<file path="src/rtl/jr_pkg.sv">
package jr_pkg;
  localparam int REG_AW = 4;

  localparam logic [REG_AW-1:0] RA_CMD      = 4'd0;
  localparam logic [REG_AW-1:0] RA_IN_BASE  = 4'd1;
  localparam logic [REG_AW-1:0] RA_OUT_BASE = 4'd2;
  localparam logic [REG_AW-1:0] RA_SIZE     = 4'd3;
  localparam logic [REG_AW-1:0] RA_IN_FREE  = 4'd4;
  localparam logic [REG_AW-1:0] RA_ADD      = 4'd5;
  localparam logic [REG_AW-1:0] RA_OUT_FULL = 4'd6;
  localparam logic [REG_AW-1:0] RA_DROP     = 4'd7;
  localparam logic [REG_AW-1:0] RA_IRQ      = 4'd8;
  localparam logic [REG_AW-1:0] RA_ERR      = 4'd9;

  localparam int IRQ_DONE_BIT = 0;
  localparam int IRQ_ERR_BIT  = 1;
  localparam int ERR_ADD_BIT  = 0;
  localparam int ERR_DROP_BIT = 1;

  // requested log2 ring size, forced into 1..lim
  function automatic int unsigned fit_log2(input int unsigned req, input int unsigned lim);
    if (req == 0) return 1;
    if (req > lim) return lim;
    return req;
  endfunction

  // amount actually granted from a count request against a level
  function automatic int unsigned grant_of(input int unsigned req, input int unsigned level);
    return (req > level) ? level : req;
  endfunction
endpackage

</file>
<file path="src/rtl/jr_occ.sv">
module jr_occ #(
  parameter int CNT_W   = 5,
  parameter int REQ_W   = 32,
  parameter int RST_VAL = 16
) (
  input  logic             clk,
  input  logic             rst_n,
  input  logic             load,
  input  logic [CNT_W-1:0] load_val,
  input  logic             take,
  input  logic [REQ_W-1:0] take_n,
  input  logic             give,
  output logic [CNT_W-1:0] level,
  output logic [CNT_W-1:0] granted,
  output logic             over
);
  always_comb begin
    over    = take && (take_n > REQ_W'(level));
    granted = take ? CNT_W'(jr_pkg::grant_of(int'(take_n), int'(level))) : '0;
  end

  always_ff @(posedge clk or negedge rst_n) begin
    if (!rst_n)    level <= CNT_W'(RST_VAL);
    else if (load) level <= load_val;
    else           level <= level - granted + CNT_W'(give);
  end
endmodule

</file>
<file path="src/rtl/jr_ptr.sv">
module jr_ptr #(
  parameter int IDX_W = 4,
  parameter int CNT_W = IDX_W + 1
) (
  input  logic             clk,
  input  logic             rst_n,
  input  logic             clear,
  input  logic             step,
  input  logic [CNT_W-1:0] amount,
  input  logic [IDX_W-1:0] mask,
  output logic [IDX_W-1:0] idx
);
  always_ff @(posedge clk or negedge rst_n) begin
    if (!rst_n)     idx <= '0;
    else if (clear) idx <= '0;
    else if (step)  idx <= IDX_W'((CNT_W'(idx) + amount) & CNT_W'(mask));
  end
endmodule

</file>
<file path="src/rtl/jr_regs.sv">
module jr_regs #(
  parameter int DATA_W   = 32,
  parameter int MAX_LOG2 = 4,
  parameter int LOG_W    = 3,
  parameter int CNT_W    = 5
) (
  input  logic                      clk,
  input  logic                      rst_n,
  input  logic                      bus_wr,
  input  logic [jr_pkg::REG_AW-1:0] bus_addr,
  input  logic [DATA_W-1:0]         bus_wdata,
  output logic [DATA_W-1:0]         bus_rdata,
  input  logic [CNT_W-1:0]          free_lvl,
  input  logic [CNT_W-1:0]          full_lvl,
  input  logic                      done_evt,
  input  logic                      add_over,
  input  logic                      drop_over,
  output logic                      enable,
  output logic [LOG_W-1:0]          size_log2,
  output logic [LOG_W-1:0]          size_fit,
  output logic                      cfg_load,
  output logic                      add_wr,
  output logic                      drop_wr,
  output logic [1:0]                err_bits,
  output logic                      irq
);
  import jr_pkg::*;

  logic [DATA_W-1:0] in_base, out_base;
  logic              done_flag;
  logic              irq_wr;
  logic [1:0]        irq_stat;

  assign size_fit = LOG_W'(fit_log2(int'(bus_wdata[7:0]), MAX_LOG2));
  assign cfg_load = bus_wr && !enable && (bus_addr == RA_SIZE);
  assign add_wr   = bus_wr && enable && (bus_addr == RA_ADD);
  assign drop_wr  = bus_wr && enable && (bus_addr == RA_DROP);
  assign irq_wr   = bus_wr && (bus_addr == RA_IRQ);
  assign irq_stat = {|err_bits, done_flag};
  assign irq      = |irq_stat;

  always_ff @(posedge clk or negedge rst_n) begin
    if (!rst_n) begin
      enable    <= 1'b0;
      in_base   <= '0;
      out_base  <= '0;
      size_log2 <= LOG_W'(MAX_LOG2);
    end else if (bus_wr) begin
      if (bus_addr == RA_CMD) enable <= bus_wdata[0];
      if (!enable) begin
        if (bus_addr == RA_IN_BASE)  in_base   <= bus_wdata;
        if (bus_addr == RA_OUT_BASE) out_base  <= bus_wdata;
        if (bus_addr == RA_SIZE)     size_log2 <= size_fit;
      end
    end
  end

  // status: a new event in the same cycle as a clear wins
  always_ff @(posedge clk or negedge rst_n) begin
    if (!rst_n) begin
      done_flag <= 1'b0;
      err_bits  <= '0;
    end else begin
      if (done_evt)                                   done_flag <= 1'b1;
      else if (irq_wr && bus_wdata[IRQ_DONE_BIT])     done_flag <= 1'b0;
      if (irq_wr && bus_wdata[IRQ_ERR_BIT])           err_bits  <= '0;
      if (add_over)                                   err_bits[ERR_ADD_BIT]  <= 1'b1;
      if (drop_over)                                  err_bits[ERR_DROP_BIT] <= 1'b1;
    end
  end

  always_comb begin
    unique case (bus_addr)
      RA_CMD:      bus_rdata = DATA_W'(enable);
      RA_IN_BASE:  bus_rdata = in_base;
      RA_OUT_BASE: bus_rdata = out_base;
      RA_SIZE:     bus_rdata = DATA_W'(size_log2);
      RA_IN_FREE:  bus_rdata = DATA_W'(free_lvl);
      RA_OUT_FULL: bus_rdata = DATA_W'(full_lvl);
      RA_IRQ:      bus_rdata = DATA_W'(irq_stat);
      RA_ERR:      bus_rdata = DATA_W'(err_bits);
      default:     bus_rdata = '0;
    endcase
  end
endmodule

</file>
<file path="src/rtl/jr_ring_ctrl.sv">
module jr_ring_ctrl #(
  parameter int DATA_W   = 32,
  parameter int MAX_LOG2 = 4
) (
  input  logic                      clk,
  input  logic                      rst_n,
  input  logic                      bus_wr,
  input  logic [jr_pkg::REG_AW-1:0] bus_addr,
  input  logic [DATA_W-1:0]         bus_wdata,
  output logic [DATA_W-1:0]         bus_rdata,
  output logic                      job_req,
  output logic [MAX_LOG2-1:0]       job_slot,
  input  logic                      job_done,
  output logic                      out_wr,
  output logic [MAX_LOG2-1:0]       out_wr_slot,
  output logic [MAX_LOG2-1:0]       out_wr_src,
  output logic                      irq
);
  localparam int IDX_W  = MAX_LOG2;
  localparam int CNT_W  = MAX_LOG2 + 1;
  localparam int LOG_W  = $clog2(MAX_LOG2 + 1);
  localparam int NPTR   = 4;
  localparam int P_INP  = 0;
  localparam int P_INC  = 1;
  localparam int P_OUTP = 2;
  localparam int P_OUTC = 3;

  logic             enable, cfg_load, add_wr, drop_wr, accept;
  logic             add_over, drop_over;
  logic [LOG_W-1:0] size_log2, size_fit;
  logic [CNT_W-1:0] ring_size, load_size;
  logic [IDX_W-1:0] ring_mask;
  logic [CNT_W-1:0] free_lvl, full_lvl, add_grant, drop_grant;
  logic [1:0]       err_bits;

  logic             p_step [NPTR];
  logic [CNT_W-1:0] p_amt  [NPTR];
  logic [IDX_W-1:0] p_idx  [NPTR];

  assign ring_size = CNT_W'(1) << size_log2;
  assign load_size = CNT_W'(1) << size_fit;
  assign ring_mask = IDX_W'(ring_size - CNT_W'(1));

  assign job_req     = enable && (free_lvl != ring_size) && (full_lvl != ring_size);
  assign accept      = job_req && job_done;
  assign out_wr      = accept;
  assign job_slot    = p_idx[P_INC];
  assign out_wr_src  = p_idx[P_INC];
  assign out_wr_slot = p_idx[P_OUTP];

  jr_regs #(.DATA_W(DATA_W), .MAX_LOG2(MAX_LOG2), .LOG_W(LOG_W), .CNT_W(CNT_W)) u_regs (
    .clk(clk), .rst_n(rst_n), .bus_wr(bus_wr), .bus_addr(bus_addr),
    .bus_wdata(bus_wdata), .bus_rdata(bus_rdata), .free_lvl(free_lvl),
    .full_lvl(full_lvl), .done_evt(accept), .add_over(add_over),
    .drop_over(drop_over), .enable(enable), .size_log2(size_log2),
    .size_fit(size_fit), .cfg_load(cfg_load), .add_wr(add_wr),
    .drop_wr(drop_wr), .err_bits(err_bits), .irq(irq)
  );

  // free inbound slots: taken by add writes, returned by completions
  jr_occ #(.CNT_W(CNT_W), .REQ_W(DATA_W), .RST_VAL(1 << MAX_LOG2)) u_free (
    .clk(clk), .rst_n(rst_n), .load(cfg_load), .load_val(load_size),
    .take(add_wr), .take_n(bus_wdata), .give(accept),
    .level(free_lvl), .granted(add_grant), .over(add_over)
  );

  // full outbound slots: filled by completions, released by remove writes
  jr_occ #(.CNT_W(CNT_W), .REQ_W(DATA_W), .RST_VAL(0)) u_full (
    .clk(clk), .rst_n(rst_n), .load(cfg_load), .load_val('0),
    .take(drop_wr), .take_n(bus_wdata), .give(accept),
    .level(full_lvl), .granted(drop_grant), .over(drop_over)
  );

  assign p_step[P_INP]  = add_wr;
  assign p_amt[P_INP]   = add_grant;
  assign p_step[P_INC]  = accept;
  assign p_amt[P_INC]   = CNT_W'(1);
  assign p_step[P_OUTP] = accept;
  assign p_amt[P_OUTP]  = CNT_W'(1);
  assign p_step[P_OUTC] = drop_wr;
  assign p_amt[P_OUTC]  = drop_grant;

  for (genvar g = 0; g < NPTR; g++) begin : g_ptr
    jr_ptr #(.IDX_W(IDX_W), .CNT_W(CNT_W)) u_ptr (
      .clk(clk), .rst_n(rst_n), .clear(cfg_load), .step(p_step[g]),
      .amount(p_amt[g]), .mask(ring_mask), .idx(p_idx[g])
    );
  end
endmodule

</file>
<file path="config.mk">
export PLATFORM = sky130hd
export DESIGN_NAME = jr_ring_ctrl
export DESIGN_NICKNAME = d
export VERILOG_FILES = /design/src/rtl/jr_pkg.sv /design/src/rtl/jr_occ.sv /design/src/rtl/jr_ptr.sv /design/src/rtl/jr_regs.sv /design/src/rtl/jr_ring_ctrl.sv
export SDC_FILE = /design/constraint.sdc
export NUM_CORES = 1
export LEC_CHECK = 0
export BUFFER_PORTS_ARGS = -buffer_cell sky130_fd_sc_hd__buf_2
export CAP_MARGIN = 20
export CORE_UTILIZATION = 30
export DETAILED_ROUTE_END_ITERATION = 12
export PLACE_DENSITY = 0.45
export SLEW_MARGIN = 25
export SYNTH_ARGS = -nofsm -noshare
export SYNTH_HDL_FRONTEND = slang
export SYNTH_SLANG_ARGS = --single-unit
</file>
<file path="constraint.sdc">
create_clock -name clk -period 7.45 [get_ports clk]
set_clock_uncertainty 0.05 [all_clocks]
set_input_delay 0.3725 -clock clk [delete_from_list [all_inputs] [get_ports clk]]
set_output_delay 0.3725 -clock clk [all_outputs]
set_load 0.005 [all_outputs]
</file>
==> results of run 1 <==
==> how the worst max path moves through the flow <==
| stage | cells past startpoint | slack [ns] | from | endpoint |
|---|---|---|---|---|
| 2_1_floorplan | 16 | 3.88 | u_full.level[3] | u_full.level[4] |
| 3_3_place_gp | 15 | 3.30 | bus_wdata[7] | u_full.level[4] |
| 3_5_place_dp | 15 | 3.20 | bus_wdata[7] | u_full.level[4] |
| 4_1_cts | 16 | 3.41 | u_full.level[2] | u_full.level[4] |
| 5_1_grt | 19 | 3.09 | u_full.level[1] | u_full.level[4] |
| 6_report | 16 | 3.42 | u_full.level[1] | u_full.level[4] |
==> power by group through the flow <==
stage	logic [mW]	clock network (mW)	registers, mW
2_1_floorplan	0.517	0	0.700
3_3_place_gp	0.656	0	0.737
3_5_place_dp	0.669	0	0.742
4_1_cts	0.674	0.512	0.733
5_1_grt	0.764	0.529	0.750
6_report	0.663	0.492	0.732
==> cells in the final DEF, fill, tap and decap left out, drive strengths merged, types with 5 or more instances in the layout <==
master	count
o21ai	11
a21o	5
dfrtp	87
nand2	31
inv	33
nor4	7
a21oi	17
a22o	29
clkbuf	9
nor2b	5
mux2	66
ha	29
nor3	7
nor3b	5
nand3	9
mux2i	9
buf	92
nor2	20
o22ai	5
xnor2	7
==> sequential cells by signal, summed over array words and instances (netlist names) <==
name / count
u_regs.in_base: 32
u_regs.out_base: 32
g_ptr.u_ptr.idx: 8
u_free.level: 5
u_full.level: 5
u_regs.size_log2: 3
u_regs.err_bits: 2
u_regs.done_flag: 1
u_regs.enable: 1
==> layout make-up <==
class	count	share of cell area [%]
Inverter	30	1.87
Clock buffer	9	3.66
Timing Repair Buffer	93	7.93
Multi-Input combinational cell	329	44.3
Tap cell	220	4.47
Sequential cell	89	36.2
Clock inverter	7	1.57
==> kinds of logic after synthesis <==
group | count (synthesis) | synth area share [%]
AOI/OAI and AO/OA | 97 | 14.5
and+or+nand+nor | 115 | 12.2
xor gates and xnor gates | 11 | 1.85
DFF | 89 | 42.9
adders and majority gates | 31 | 7.75
muxes | 75 | 16.0
buffers and inverters | 55 | 4.84
==> metal layers <==
| metal | track usage [%] | routed length (um) | vias up |
|---|---|---|---|
| li1 | - | - | 1898 |
| met5 | 0 | 10 | - |
| met3 | 4.60 | 775 | 14 |
| met1 | 21.8 | 6660 | 2037 |
| met2 | 27.0 | 6570 | 95 |
| met4 | 4.92 | 182 | 2 |
==> critical path, cell delays in order (launching register included) <==
cell                       delay [ns]
sky130_fd_sc_hd__dfrtp_1         0.45
sky130_fd_sc_hd__inv_1           0.14
sky130_fd_sc_hd__ha_1            0.29
sky130_fd_sc_hd__nand3_1         0.09
sky130_fd_sc_hd__o22a_1          0.21
sky130_fd_sc_hd__a211oi_2        0.61
sky130_fd_sc_hd__a21oi_1         0.13
sky130_fd_sc_hd__or2_2           0.29
sky130_fd_sc_hd__ha_1            0.30
sky130_fd_sc_hd__inv_1           0.06
sky130_fd_sc_hd__fa_1            0.43
sky130_fd_sc_hd__nor2b_1         0.15
sky130_fd_sc_hd__o21ai_0         0.09
sky130_fd_sc_hd__nand2b_1        0.09
sky130_fd_sc_hd__xor2_1          0.07
sky130_fd_sc_hd__or3_1           0.37
sky130_fd_sc_hd__a21oi_1         0.14
==> repair_timing <==
action | in CTS | in global routing
hold buffers | 1 | 0
hold endpoints to repair | 32 | 0
setup endpoints to repair | 0 | 0
resized for setup | 0 | 0
==> impl_metrics.prom, run 1 <==
# TYPE chip_impl_metric gauge
chip_impl_metric{name="tritoncts_num_sinks",unit=""} 89
chip_impl_metric{name="cts_max_level",unit=""} 3
chip_impl_metric{name="syn_nets",unit=""} 544
chip_impl_info{name="tritoncts_clock_tree",value="yes"} 1
chip_impl_metric{name="cts-root-to-sink-buffers",unit=""} 2
chip_impl_metric{name="p_switching",unit="uW"} 662
chip_impl_metric{name="io_pins",unit=""} 87
chip_impl_info{name="startpoint_type",value="flip-flop"} 1
chip_impl_metric{name="wire_length_of_the_first_global_routing_pass",unit="um"} 22900
chip_impl_metric{name="insertedDiodeCount",unit=""} 0
chip_impl_info{name="crit_type",value="reg2reg"} 1
chip_impl_metric{name="insertion_delay",unit="ns"} 0.35
chip_impl_metric{name="multi_input_gate_area_in_the_final_layout",unit="um^2"} 2730
chip_impl_metric{name="number_of_global_route_vias_before_repair",unit=""} 4146
chip_impl_metric{name="synth.ff_latch_count",unit=""} 89
chip_impl_metric{name="area_of_placed_instances",unit="um^2"} 5820
chip_impl_metric{name="cts_setup_buffers",unit=""} 0
chip_impl_info{name="holdCritStartpoint",value="bus_wdata[25]"} 1
chip_impl_metric{name="routed_via_density",unit=""} 5.21
chip_impl_info{name="outcome",value="finished clean"} 1
chip_impl_metric{name="finalWorstPathRequiredPeriod",unit="ns"} 4.03
chip_impl_metric{name="area_delta_synth_final",unit="%"} 18.3
chip_impl_metric{name="global_route.overflow_total",unit=""} 0
chip_impl_metric{name="syn_inst",unit=""} 473
chip_impl_metric{name="die_w",unit="um"} 134
chip_impl_metric{name="critical_path.max_fanout",unit=""} 10
chip_impl_info{name="rr_startpoint",value="u_full.level[1]"} 1
chip_impl_metric{name="fmaxAchievable",unit="MHz"} 248
chip_impl_metric{name="final.fill_count",unit=""} 1719
chip_impl_metric{name="area.sequential",unit="um^2"} 2230
chip_impl_metric{name="post-place-ws",unit="ns"} 3.20
chip_impl_metric{name="timing.setup.tns",unit="ns"} 0
chip_impl_info{name="yosys.cell_count.top_type",value="sky130_fd_sc_hd__dfrtp_1"} 1
chip_impl_metric{name="leakage",unit="nW"} 3.01
chip_impl_metric{name="drc",unit=""} 0
chip_impl_metric{name="initial_core_util",unit="%"} 31.0
chip_impl_metric{name="cell_internal_power_dissipation",unit="mW"} 1.23
chip_impl_metric{name="routed-via-count",unit=""} 4046
chip_impl_metric{name="synth_cell_type_count",unit=""} 67
chip_impl_info{name="grt_setup_unrepaired",value="false"} 1
chip_impl_info{name="synth.largest_area_cell",value="sky130_fd_sc_hd__dfrtp_1"} 1
chip_impl_metric{name="detail_route.iter0.violations",unit=""} 199
chip_impl_metric{name="post-route-util",unit="%"} 36.7
chip_impl_metric{name="layout-drive-gt1-share",unit="%"} 34.5
chip_impl_info{name="netlist_top_cells_area",value="sky130_fd_sc_hd__dfrtp_1, sky130_fd_sc_hd__mux2_2, sky130_fd_sc_hd__ha_1"} 1
chip_impl_metric{name="synth_seq_area_share",unit="%"} 42.9
chip_impl_metric{name="yosys.area.top_type_share",unit="%"} 41.9
chip_impl_info{name="synth_commonest_cells",value="sky130_fd_sc_hd__dfrtp_1, sky130_fd_sc_hd__mux2_2, sky130_fd_sc_hd__nand2_1"} 1
chip_impl_metric{name="antenna_found_initial",unit=""} 1
chip_impl_metric{name="clkSlewWorstSetupHoldPaths",unit="ns"} 0.07
chip_impl_metric{name="worst_slack_on_hold_paths",unit="ns"} 0.227
chip_impl_metric{name="core_area",unit="um^2"} 16800
chip_impl_metric{name="grt_max_degree",unit=""} 57
chip_impl_metric{name="syn-cell-area",unit="um^2"} 5200
chip_impl_info{name="worstHoldPathType",value="in2reg"} 1
chip_impl_metric{name="route.antenna.remaining_nets",unit=""} 0
chip_impl_metric{name="placement_rows",unit=""} 47
chip_impl_metric{name="comb_power_share",unit="%"} 35.1
chip_impl_info{name="synthFlopType",value="sky130_fd_sc_hd__dfrtp_1"} 1
chip_impl_metric{name="cp.required",unit="ns"} 7.68
chip_impl_metric{name="design.die.area",unit="um^2"} 17900
chip_impl_info{name="worstSetupEndpointType",value="flip-flop"} 1
chip_impl_metric{name="rr_worst_depth",unit=""} 16
chip_impl_metric{name="globalRouteTotalUtil",unit="%"} 16.7
chip_impl_metric{name="detail_route.wl_per_cell",unit="um"} 18.3
chip_impl_metric{name="place.detailed.hpwl",unit="um"} 9970
chip_impl_metric{name="seq_power_share",unit="%"} 38.8
chip_impl_metric{name="synth.yosys.warnings",unit=""} 0
chip_impl_metric{name="worst-r2r-setup-slack",unit="ns"} 3.42
chip_impl_metric{name="route.final.wire_length",unit="um"} 14200
chip_impl_metric{name="switching_part_of_the_total",unit="%"} 35.1
chip_impl_metric{name="ir_drop",unit="mV"} 0.112
chip_impl_metric{name="setup_violations",unit=""} 0
chip_impl_metric{name="die_y",unit="um"} 134
chip_impl_metric{name="routabilityCongestion",unit=""} 0.774
chip_impl_metric{name="clkPwrFrac",unit="%"} 26.1
chip_impl_metric{name="synth_enable_flop_cells",unit=""} 0
chip_impl_metric{name="holdPathStages",unit=""} 2
chip_impl_metric{name="wp_data_arrival",unit="ns"} 4.27
chip_impl_metric{name="place.detailed.instances",unit=""} 760
chip_impl_metric{name="final_nets",unit=""} 623
chip_impl_metric{name="p_per_area",unit="nW/um^2"} 307
chip_impl_metric{name="fin_total_pwr",unit="mW"} 1.89
chip_impl_info{name="regToRegEndpoint",value="u_full.level[4]"} 1
chip_impl_metric{name="post_layout_worst_setup_margin",unit="ns"} 3.42
chip_impl_metric{name="drt_first_pass_iters",unit=""} 4
chip_impl_metric{name="number_of_max_capacitance_violations_reported",unit=""} 0
chip_impl_metric{name="final_min_period_over_clock_period",unit="%"} 54.2
chip_impl_info{name="worst_min_delay_path_endpoint",value="u_regs.in_base[25]"} 1
chip_impl_metric{name="measured_slew_at_the_worst_slew_check_pin",unit="ns"} 0.725
chip_impl_metric{name="timing.slew.headroom",unit="%"} 51.3
chip_impl_metric{name="layoutNonFillerInstCount",unit=""} 777
chip_impl_metric{name="async_reset_ff_share",unit="%"} 100
chip_impl_metric{name="cts-buffers-inserted",unit=""} 9
chip_impl_info{name="cts_root_buf",value="sky130_fd_sc_hd__clkbuf_16"} 1
chip_impl_metric{name="final-max-slew-violation-count",unit=""} 0
chip_impl_metric{name="final_hold_viol_count",unit=""} 0
chip_impl_metric{name="synth_area_per_cell",unit="um^2"} 11.0
chip_impl_metric{name="numPortBuffers",unit=""} 86
chip_impl_metric{name="layout_cell_area_excl_fill",unit="um^2"} 6150
Note: power is estimated with default switching activity, not from simulation.
==> inputs of run 2 (changes only) <==
- PLACE_DENSITY: 0.45 -> 0.47
- clock period: 7.45 -> 3.42 ns (I/O delays scaled with it)
==> run 2 against run 1 <==
The run now ends with setup timing left. Highest routed layer is now met4. Flip-flop and latch count unchanged. Cell count increased by 8.0%. Maximum frequency rose by 15%. Worst setup slack got worse by 3.5 ns.
==> impl_metrics.prom, run 2 (synthesis results as in run 1) <==
# TYPE chip_impl_metric gauge
chip_impl_metric{name="holdPathStages",unit=""} 2
chip_impl_metric{name="final_hold_viol_count",unit=""} 0
chip_impl_metric{name="detail_route.wl_per_cell",unit="um"} 17.5
chip_impl_metric{name="design.die.area",unit="um^2"} 17900
chip_impl_metric{name="drc",unit=""} 0
chip_impl_metric{name="timing.setup.tns",unit="ns"} -0.0899
chip_impl_metric{name="finalWorstPathRequiredPeriod",unit="ns"} 3.51
chip_impl_metric{name="route.final.wire_length",unit="um"} 14600
chip_impl_info{name="regToRegEndpoint",value="u_full.level[4]"} 1
chip_impl_info{name="leading_cell_types_in_the_layout_fill_and_taps_excluded",value="sky130_fd_sc_hd__dfrtp_1, sky130_fd_sc_hd__buf_2, sky130_fd_sc_hd__buf_4, sky130_fd_sc_hd__mux2_2, sky130_fd_sc_hd__nand2_1"} 1
chip_impl_metric{name="clkSlewWorstSetupHoldPaths",unit="ns"} 0.07
chip_impl_info{name="violations",value="setup timing"} 1
chip_impl_metric{name="ir_drop",unit="mV"} 0.312
chip_impl_metric{name="place.detailed.hpwl",unit="um"} 10800
chip_impl_metric{name="measured_slew_at_the_worst_slew_check_pin",unit="ns"} 0.537
chip_impl_metric{name="route.antenna.remaining_nets",unit=""} 0
chip_impl_metric{name="layout_cell_area_excl_fill",unit="um^2"} 6760
chip_impl_info{name="outcome",value="finished, violations left"} 1
chip_impl_metric{name="final_min_period_over_clock_period",unit="%"} 103
chip_impl_metric{name="routabilityCongestion",unit=""} 0.809
chip_impl_metric{name="cp.required",unit="ns"} 3.65
chip_impl_metric{name="fmaxAchievable",unit="MHz"} 285
chip_impl_metric{name="leakage",unit="nW"} 3.31
chip_impl_metric{name="core_area",unit="um^2"} 16800
chip_impl_metric{name="post_layout_worst_setup_margin",unit="ns"} -0.0899
chip_impl_metric{name="fin_total_pwr",unit="mW"} 4.51
chip_impl_metric{name="die_w",unit="um"} 134
chip_impl_metric{name="initial_core_util",unit="%"} 31.0
chip_impl_metric{name="wp_data_arrival",unit="ns"} 3.74
chip_impl_metric{name="insertedDiodeCount",unit=""} 0
chip_impl_metric{name="detail_route.iter0.violations",unit=""} 201
chip_impl_metric{name="routed_via_density",unit=""} 5.07
chip_impl_info{name="cts_root_buf",value="sky130_fd_sc_hd__clkbuf_16"} 1
chip_impl_metric{name="global_route.overflow_total",unit=""} 0
chip_impl_metric{name="final.fill_count",unit=""} 1663
chip_impl_metric{name="post-place-ws",unit="ns"} -0.242
chip_impl_metric{name="layoutNonFillerInstCount",unit=""} 839
chip_impl_metric{name="routed-via-count",unit=""} 4254
chip_impl_info{name="largestRegisters",value="u_regs.in_base: 32 flops, u_regs.out_base: 32 flops, g_ptr.u_ptr.idx: 8 flops"} 1
chip_impl_metric{name="placement_rows",unit=""} 47
chip_impl_info{name="tritoncts_clock_tree",value="yes"} 1
chip_impl_info{name="holdCritStartpoint",value="bus_wdata[20]"} 1
chip_impl_info{name="worst_min_delay_path_endpoint",value="u_regs.out_base[20]"} 1
chip_impl_metric{name="number_of_global_route_vias_before_repair",unit=""} 4467
chip_impl_info{name="startpoint_type",value="flip-flop"} 1
chip_impl_metric{name="layout-drive-gt1-share",unit="%"} 45.6
chip_impl_info{name="worstHoldPathType",value="in2reg"} 1
chip_impl_info{name="crit_type",value="reg2reg"} 1
chip_impl_metric{name="rr_worst_depth",unit=""} 18
chip_impl_metric{name="cts-buffers-inserted",unit=""} 9
chip_impl_metric{name="cts_max_level",unit=""} 3
chip_impl_metric{name="setup_violations",unit=""} 1
chip_impl_metric{name="wire_length_of_the_first_global_routing_pass",unit="um"} 23400
chip_impl_metric{name="final-max-slew-violation-count",unit=""} 0
chip_impl_info{name="worstSetupEndpointType",value="flip-flop"} 1
chip_impl_metric{name="final_nets",unit=""} 686
chip_impl_metric{name="place.detailed.instances",unit=""} 814
chip_impl_metric{name="area_delta_synth_final",unit="%"} 30.0
chip_impl_metric{name="antenna_found_initial",unit=""} 0
chip_impl_metric{name="die_y",unit="um"} 134
chip_impl_info{name="rr_startpoint",value="u_full.level[2]"} 1
chip_impl_metric{name="critical_path.max_fanout",unit=""} 4
chip_impl_metric{name="insertion_delay",unit="ns"} 0.35
chip_impl_info{name="grt_setup_unrepaired",value="true"} 1
chip_impl_metric{name="io_pins",unit=""} 87
chip_impl_metric{name="area_of_placed_instances",unit="um^2"} 6290
chip_impl_metric{name="timing.slew.headroom",unit="%"} 63.8
chip_impl_metric{name="grt_max_degree",unit=""} 37
chip_impl_metric{name="number_of_max_capacitance_violations_reported",unit=""} 0
chip_impl_metric{name="drt_first_pass_iters",unit=""} 4
chip_impl_metric{name="p_per_area",unit="nW/um^2"} 667
chip_impl_metric{name="worst-r2r-setup-slack",unit="ns"} -0.09
chip_impl_metric{name="tritoncts_num_sinks",unit=""} 89
chip_impl_metric{name="cts-root-to-sink-buffers",unit=""} 2
chip_impl_info{name="worst_setup_path_startpoint",value="u_full.level[2]"} 1
chip_impl_metric{name="globalRouteTotalUtil",unit="%"} 17.0
chip_impl_metric{name="numPortBuffers",unit=""} 86
-- run 2: changes by cell type in the layout (fill, tap and decap cells not counted), moves of 4 or more --
| cell | change |
|---|---|
| sky130_fd_sc_hd__inv_1 | -6 |
| sky130_fd_sc_hd__a21oi_1 | -4 |
| sky130_fd_sc_hd__buf_4 | +60 |
| sky130_fd_sc_hd__ha_1 | -8 |
| sky130_fd_sc_hd__inv_2 | +6 |
| sky130_fd_sc_hd__ha_4 | +6 |
| sky130_fd_sc_hd__a21oi_2 | +4 |
-- run 2: power by group --
part	switching [mW]	internal, mW
sequential	0.183	1.34
clock	0.432	0.567
combinational	0.926	1.07
total	1.54	2.97
-- run 2: worst max-delay path by stage --
stage,end,slack (ns),cells past startpoint
after global routing,u_full.level[4],-0.23,18
after floorplan,u_free.level[4],0.03,17
final,u_full.level[4],-0.09,18
after CTS,u_full.level[4],-0.09,19
after global placement,u_free.level[4],-0.21,20
after detailed placement,u_free.level[4],-0.24,20
-- run 2: worst max-delay path: stages (launching register included) --
cell                       delay [ns]
sky130_fd_sc_hd__dfrtp_1         0.39
sky130_fd_sc_hd__inv_2           0.08
sky130_fd_sc_hd__ha_4            0.21
sky130_fd_sc_hd__a21oi_2         0.13
sky130_fd_sc_hd__o221ai_2        0.15
sky130_fd_sc_hd__a211oi_4        0.33
sky130_fd_sc_hd__buf_4           0.17
sky130_fd_sc_hd__buf_6           0.09
sky130_fd_sc_hd__a21oi_2         0.04
sky130_fd_sc_hd__or2_4           0.26
sky130_fd_sc_hd__ha_4            0.27
sky130_fd_sc_hd__inv_2           0.04
sky130_fd_sc_hd__fa_2            0.40
sky130_fd_sc_hd__nor2b_4         0.13
sky130_fd_sc_hd__o21ai_1         0.07
sky130_fd_sc_hd__nand2b_1        0.08
sky130_fd_sc_hd__xor2_1          0.07
sky130_fd_sc_hd__or3_4           0.37
sky130_fd_sc_hd__a21oi_2         0.12
-- run 2: metal layers --
| metal | vias to the layer above | wire (um) | share of wire [%] | track usage, % |
|---|---|---|---|---|
| met1 | 2144 | 6820 | 47 | 22.0 |
| li1 | 2017 | - | - | - |
| met4 | 0 | 330 | 2.3 | 7.89 |
| met3 | 20 | 353 | 2.4 | 2.13 |
| met2 | 73 | 7140 | 49 | 28.3 |
| met5 | - | 0 | 0 | 0 |
-- run 2: through the flow --
| step | util (%) | hold slack [ns] |
|---|---|---|
| floorplan | - | -0.175 |
| global placement | 37.6 | 0.0868 |
| detailed placement | 37.6 | 0.0828 |
| CTS | 39.6 | 0.0241 |
| global route | 40.4 | 0.0293 |
| finish | 40.4 | 0.0371 |
-- run 2: cell type report --
type | instances | area [um^2] | share of cell area, %
Tap cell | 220 | 275 | 4.07
Clock buffer | 9 | 225 | 3.33
Clock inverter | 6 | 68.8 | 1.02
Timing Repair Buffer | 156 | 972 | 14.4
Sequential cell | 89 | 2230 | 33.0
Multi-Input combinational cell | 329 | 2880 | 42.5
Inverter | 30 | 115 | 1.70
-- run 2: what timing repair did --
action | CTS | global route
setup buffers | 2 | 7
hold buffers | 1 | 0
gates resized for setup | 8 | 17
cloned | 0 | 0
pin swaps | 9 | 14
hold endpoints to repair | 25 | 0
setup endpoints to repair | 2 | 2
